**src/rtl/pfx_pkg.sv**
```systemverilog
package pfx_pkg;
   localparam int unsigned RGN_W = 3;
   // one-hot region codes: bit0 RAM/reg, bit1 flash, bit2 no target
   typedef enum logic [RGN_W-1:0] {
      RGN_REGRAM = 3'b001,
      RGN_FLASH  = 3'b010,
      RGN_NONE   = 3'b100
   } region_e;
endpackage

```
**src/rtl/pfx_page_reg.sv**
```systemverilog
module pfx_page_reg #(
   parameter int unsigned PAGE_W     = 3,
   parameter int unsigned DATA_W     = 8,
   parameter int unsigned PAGE_RESET = 2
) (
   input  logic              clk,
   input  logic              rst_n,
   input  logic              wr_hit,
   input  logic [DATA_W-1:0] wr_data,
   output logic [PAGE_W-1:0] page
);
   initial assert (PAGE_W <= DATA_W) else $fatal(1, "page field wider than data bus");
   initial assert (PAGE_RESET < (1 << PAGE_W)) else $fatal(1, "reset page does not fit");

   always_ff @(posedge clk or negedge rst_n) begin
      if (!rst_n)      page <= PAGE_W'(PAGE_RESET);
      else if (wr_hit) page <= wr_data[PAGE_W-1:0];
   end

   // a decoded write loads the low field on the following cycle
   p_wr_load_r2: assert property (@(posedge clk) disable iff (!rst_n)
      wr_hit |=> page == $past(wr_data[PAGE_W-1:0]));
   // without a decoded write the page holds
   p_hold_r3: assert property (@(posedge clk) disable iff (!rst_n)
      !wr_hit |=> $stable(page));
endmodule

```
**src/rtl/pfx_decode.sv**
```systemverilog
module pfx_decode
   import pfx_pkg::*;
#(
   parameter int unsigned ADDR_W        = 16,
   parameter int unsigned PAGE_W        = 3,
   parameter int unsigned OFS_W         = 14,
   parameter int unsigned NUM_PAGES     = 8,
   parameter int unsigned TAIL_PAGE     = 0,
   parameter int unsigned FIX_LO_PAGE   = 1,
   parameter int unsigned FIX_HI_PAGE   = 3,
   parameter int unsigned TAIL_START    = 16'h20F0,
   parameter int unsigned PAGE_REG_ADDR = 16'h0078,
   localparam int unsigned PHYS_W       = PAGE_W + OFS_W
) (
   input  logic              clk,
   input  logic              rst_n,
   input  logic [ADDR_W-1:0] addr,
   input  logic [PAGE_W-1:0] page,
   output logic [RGN_W-1:0]  region,
   output logic [PHYS_W-1:0] flash_addr,
   output logic              oor,
   output logic              page_hit
);
   localparam int unsigned FULL_PAGES = 1 << PAGE_W;

   initial assert (ADDR_W == OFS_W + 2) else $fatal(1, "address must split into four quarters");
   initial assert (NUM_PAGES <= FULL_PAGES && NUM_PAGES > FIX_HI_PAGE)
      else $fatal(1, "page count inconsistent");
   initial assert (FIX_LO_PAGE < NUM_PAGES && TAIL_PAGE < NUM_PAGES)
      else $fatal(1, "fixed page missing");
   initial assert (TAIL_START < (1 << OFS_W) && PAGE_REG_ADDR < TAIL_START)
      else $fatal(1, "low region layout invalid");

   logic             page_ok;
   logic [OFS_W-1:0] ofs;
   logic [1:0]       quarter;

   assign ofs      = addr[OFS_W-1:0];
   assign quarter  = addr[ADDR_W-1 -: 2];
   assign page_hit = (addr == ADDR_W'(PAGE_REG_ADDR));

   generate
      if (NUM_PAGES == FULL_PAGES) begin : g_full
         assign page_ok = 1'b1;
      end else begin : g_partial
         assign page_ok = ({1'b0, page} < (PAGE_W+1)'(NUM_PAGES));
      end
   endgenerate

   always_comb begin
      region     = RGN_NONE;
      flash_addr = '0;
      oor        = 1'b0;
      case (quarter)
         2'b00: begin
            if (addr < ADDR_W'(TAIL_START)) begin
               region = RGN_REGRAM;
            end else begin
               region     = RGN_FLASH;
               flash_addr = {PAGE_W'(TAIL_PAGE), ofs};
            end
         end
         2'b01: begin
            region     = RGN_FLASH;
            flash_addr = {PAGE_W'(FIX_LO_PAGE), ofs};
         end
         2'b10: begin
            if (page_ok) begin
               region     = RGN_FLASH;
               flash_addr = {page, ofs};
            end else begin
               oor = 1'b1;
            end
         end
         default: begin
            region     = RGN_FLASH;
            flash_addr = {PAGE_W'(FIX_HI_PAGE), ofs};
         end
      endcase
   end

   // exactly one region is selected
   p_onehot_r9: assert property (@(posedge clk) disable iff (!rst_n)
      $countones(region) == 1);
   // top quarter ignores the page register
   p_hi_fixed_r8: assert property (@(posedge clk) disable iff (!rst_n)
      (quarter == 2'b11) |-> flash_addr[PHYS_W-1 -: PAGE_W] == PAGE_W'(FIX_HI_PAGE));
   // second quarter ignores the page register
   p_lo_fixed_r6: assert property (@(posedge clk) disable iff (!rst_n)
      (quarter == 2'b01) |-> flash_addr[PHYS_W-1 -: PAGE_W] == PAGE_W'(FIX_LO_PAGE));
   // an unpopulated page selects nothing
   p_oor_none_r10: assert property (@(posedge clk) disable iff (!rst_n)
      oor |-> (region == RGN_NONE && flash_addr == '0 && quarter == 2'b10));
   // RAM/register accesses carry no flash address
   p_regram_r4: assert property (@(posedge clk) disable iff (!rst_n)
      (region == RGN_REGRAM) |-> (flash_addr == '0 && quarter == 2'b00));
endmodule

```
**src/rtl/pfx_rdmux.sv**
```systemverilog
module pfx_rdmux
   import pfx_pkg::*;
#(
   parameter int unsigned PAGE_W = 3,
   parameter int unsigned DATA_W = 8
) (
   input  logic              clk,
   input  logic              rst_n,
   input  logic [RGN_W-1:0]  region,
   input  logic              oor,
   input  logic              page_hit,
   input  logic [PAGE_W-1:0] page,
   input  logic [DATA_W-1:0] flash_rdata,
   output logic [DATA_W-1:0] cpu_rdata
);
   always_comb begin
      if (oor)                      cpu_rdata = '1;
      else if (page_hit)            cpu_rdata = DATA_W'(page);
      else if (region == RGN_FLASH) cpu_rdata = flash_rdata;
      else                          cpu_rdata = '0;
   end

   // an unpopulated page reads as all ones
   p_oor_ones_r10: assert property (@(posedge clk) disable iff (!rst_n)
      oor |-> cpu_rdata == '1);
   // flash reads pass through untouched
   p_flash_pass_r11: assert property (@(posedge clk) disable iff (!rst_n)
      (region == RGN_FLASH) |-> cpu_rdata == flash_rdata);
endmodule

```
**src/rtl/paged_flash_xlat.sv**
```systemverilog
module paged_flash_xlat
   import pfx_pkg::*;
#(
   parameter int unsigned ADDR_W        = 16,
   parameter int unsigned DATA_W        = 8,
   parameter int unsigned PAGE_W        = 3,
   parameter int unsigned OFS_W         = 14,
   parameter int unsigned NUM_PAGES     = 8,
   parameter int unsigned PAGE_RESET    = 2,
   parameter int unsigned PAGE_REG_ADDR = 16'h0078,
   parameter int unsigned TAIL_START    = 16'h20F0,
   localparam int unsigned PHYS_W       = PAGE_W + OFS_W
) (
   input  logic              clk,
   input  logic              rst_n,
   input  logic [ADDR_W-1:0] cpu_addr,
   input  logic              wr_en,
   input  logic [DATA_W-1:0] wr_data,
   input  logic [DATA_W-1:0] flash_rdata,
   output logic [2:0]        region,
   output logic [PHYS_W-1:0] flash_addr,
   output logic              page_oor,
   output logic [DATA_W-1:0] cpu_rdata
);
   logic [PAGE_W-1:0] page;
   logic              page_hit;

   pfx_page_reg #(
      .PAGE_W(PAGE_W), .DATA_W(DATA_W), .PAGE_RESET(PAGE_RESET)
   ) u_page (
      .clk(clk), .rst_n(rst_n), .wr_hit(wr_en & page_hit),
      .wr_data(wr_data), .page(page)
   );

   pfx_decode #(
      .ADDR_W(ADDR_W), .PAGE_W(PAGE_W), .OFS_W(OFS_W), .NUM_PAGES(NUM_PAGES),
      .TAIL_PAGE(0), .FIX_LO_PAGE(1), .FIX_HI_PAGE(3),
      .TAIL_START(TAIL_START), .PAGE_REG_ADDR(PAGE_REG_ADDR)
   ) u_dec (
      .clk(clk), .rst_n(rst_n), .addr(cpu_addr), .page(page),
      .region(region), .flash_addr(flash_addr), .oor(page_oor),
      .page_hit(page_hit)
   );

   pfx_rdmux #(
      .PAGE_W(PAGE_W), .DATA_W(DATA_W)
   ) u_rd (
      .clk(clk), .rst_n(rst_n), .region(region), .oor(page_oor),
      .page_hit(page_hit), .page(page), .flash_rdata(flash_rdata),
      .cpu_rdata(cpu_rdata)
   );

   // window address tracks the page register
   p_window_r7: assert property (@(posedge clk) disable iff (!rst_n)
      (cpu_addr[ADDR_W-1 -: 2] == 2'b10 && !page_oor)
      |-> flash_addr == {page, cpu_addr[OFS_W-1:0]});
endmodule

```
**config.mk**
```make
export PLATFORM = sky130hd
export DESIGN_NAME = paged_flash_xlat
export DESIGN_NICKNAME = d
export VERILOG_FILES = /design/src/rtl/pfx_pkg.sv /design/src/rtl/pfx_page_reg.sv /design/src/rtl/pfx_decode.sv /design/src/rtl/pfx_rdmux.sv /design/src/rtl/paged_flash_xlat.sv
export SDC_FILE = /design/constraint.sdc
export NUM_CORES = 1
export LEC_CHECK = 0
export ABC_AREA = 1
export BUFFER_PORTS_ARGS = -buffer_cell sky130_fd_sc_hd__buf_2
export CORE_UTILIZATION = 30
export DETAILED_ROUTE_END_ITERATION = 10
export MAX_ROUTING_LAYER = met4
export PLACE_DENSITY = 0.73
export SYNTH_ARGS = -nofsm -noshare
export SYNTH_HDL_FRONTEND = slang
export SYNTH_HIERARCHICAL = 1
export SYNTH_SLANG_ARGS = --single-unit
```
**constraint.sdc**
```tcl
create_clock -name clk -period 2.6 [get_ports clk]
set_clock_uncertainty 0.1 [all_clocks]
set_input_delay 0.39 -clock clk [delete_from_list [all_inputs] [get_ports clk]]
set_output_delay 0.39 -clock clk [all_outputs]
set_load 0.01 [all_outputs]
```
==> results.ini <==
[power]
p_comb_frac = 0.477
power.switching_mw = 0.0903
seqPwrFrac = 0.189
peakVddDrop_mv = 0.295
pwr_density_cell_nw_per_um2 = 273
intPower_mw = 0.158
p_leak_nw = 0.596
pwr-share-clk = 0.334
swShare = 0.363

[worst_setup_path]
critPathRequiredTime_ns = 2.11
cp_cell_sequence = buf_2 > inv_1 > nand2_2 > nor2_2 > nand2_2 > nand2_4 > inv_2 > nand3_1 > nand2_1 > buf_2
startpoint_type = primary input
cpPeakStageDelay_ns = 0.22
endpoint_kind = primary output
crit_type = primary input to primary output
crit_path_max_fanout = 17
cp_num_buf_inv = 4
worstPathArrival_ns = 1.51
cp_top_family = simple AND/OR/NAND/NOR gates
slowest_stage = nand2_4

[yosys]
synthFlopType = dfrtp_1
synth.area.top_cells = inv_1 16%, nand2_1 15%, nor2_1 13%, nor2_2 9.4%, dfrtp_1 8.3%
yosysTopAreaCellShare = 0.162
netlist_top_cells_count = 26 x inv_1, 24 x nand2_1, 21 x nor2_1, 10 x nand3_1, 9 x nor2_2
synth_async_sr_flop_share = 1.00
syn_inst = 113
synth_seq_cells = 3
yosysSeqAreaShare = 0.127
yosysMostFrequentCell = inv_1
yosys.area.top_type = inv_1
syn-cell-area_um2 = 601
ys_warn_count = 6
synth_edf_count = 0
syn_area_per_cell_um2 = 5.31
yosysUniqueCellTypes = 19

[final_layout]
register_area_um2 = 76.3
multi_input_area_um2 = 370
largest_reg_flops = 3
top_regs = u_page/page x3
diodes = 0
area_delta_synth_final_pct = 51.7
nNetsFinal = 207
layout-drive-gt1-share = 0.456
fin_cells = 196
largest_register = u_page/page
fillers = 190

[cts]
cts_resized = 0
cts_tree = built
cts_hold_buf = 1
clk_latency_ns = 0.23
cts_buffer_depth = 2
postCtsSetupRepairBufs = 0
clkSinkCount = 3
htreeDepth = 1
cts_made_buffers = 3
cts-root-buf = clkbuf_4
path_clk_slew_ns = 0.04

[floorplanning]
num_rows = 15
die_x_um = 46.7
initial_core_util = 0.333
dieHeight_um = 46.7
fp.dieArea_um2 = 2180
coreArea_um2 = 1800
io_pins = 64

[placement]
place.gp.congestion = 0.652
dp_hpwl_mm = 1.25
port_buffers = 56
post-place-cells = 191

[grt]
grt_max_degree = 18
grt_pass1_vias = 596
antenna_found_initial = 0
globalRouteTotalUtil = 0.146
overflow = 0
grt_pass1_wl_mm = 2.21

[route]
drcViolationCount = 0
wirelength_mm = 1.47
ant_nets = 0
vias = 791
viasPerCell = 4.04
drtIter0Drc = 7
dr.pass1.iters = 2
wl_per_cell_um = 7.51

[timing]
tns_ns = 0
slew_viol_final = 0
setup_violations = 0
rsz0062_at_grt = false
period_share = 0.768
min_period_ns = 2.00
clock.fmax_mhz = 501
hold_viol = 0

[job]
drv_cap = 0

[hold_path]
hold_class = primary input to register

[status]
status = completed

## layout make-up
class | instances | area share
Sequential cell | 3 | 0.0838
Timing Repair Buffer | 58 | 0.327
Inverter | 29 | 0.120
Clock buffer | 4 | 0.0288
Tap cell | 25 | 0.0343
Multi-Input combinational cell | 77 | 0.407
## worst paths after layout
kind | slack, ns | end | cells after the start | startpoint
min reg2reg | 0.38 | u_page/page[1] | 2 | u_page/page[1]
min | 0.26 | u_page/page[1] | 3 | wr_data[1]
min in group asynchronous | 0.38 | u_page/page[0] | 2 | rst_n
max in group asynchronous | 1.83 | u_page/page[1] | 2 | rst_n
max reg2reg | 1.80 | u_page/page[1] | 2 | u_page/page[1]
max | 0.60 | cpu_rdata[1] | 10 | cpu_addr[15]
## cell usage in the layout, fill, tap and decap left out, types with 2 or more instances in the layout
master     n
nand3_1   10
inv_1     26
conb_1     2
nor2_1    21
nor3_1     2
clkbuf_4   3
nand2_2    2
inv_2      3
nor2_2     9
buf_2     56
a21oi_1    3
nand2_1   24
dfrtp_1    2
## per-stage QoR
stage          utilization  hold slack (ns)  setup slack, ns  total power, mW  cell area (um2)
3_3_place_gp         0.485           0.0857            0.606            0.164              875
5_1_grt              0.506            0.247            0.480            0.276              911
4_1_cts              0.506            0.251            0.590            0.252              911
3_5_place_dp         0.485           0.0898            0.592            0.165              875
6_report             0.506            0.259            0.602            0.249              911
2_1_floorplan            -         -0.00559            0.753            0.118              604
## tightest hold or removal path, stage by stage
cell and delay, ns:
buf_2 0.10, nand2_1 0.05, nand2_1 0.05
## power groups by stage
stage                     Clock (mW)  Combinational, mW  Sequential, mW
after global routing          0.0947              0.134          0.0470
after CTS                     0.0860              0.119          0.0470
after detailed placement           0              0.118          0.0476
after global placement             0              0.116          0.0476
after floorplan                    0             0.0706          0.0476
final                         0.0830              0.119          0.0471
## layer usage
| layer | wire (um) | GRT usage | up-vias | share of wire |
|---|---|---|---|---|
| li1 | - | - | 437 | - |
| met1 | 655 | 0.165 | 313 | 0.45 |
| met2 | 657 | 0.239 | 37 | 0.45 |
| met3 | 132 | 0.0154 | 4 | 0.090 |
| met4 | 26 | 0.103 | 0 | 0.018 |
| met5 | 0 | - | - | 0 |
## cells by family after synthesis
family,count (synthesis),synth area share
buf+inv,34,0.262
compound gates,4,0.0375
flops,3,0.127
other cells,1,0.00624
simple gates,71,0.567
Power figures use the tool's default switching activity.
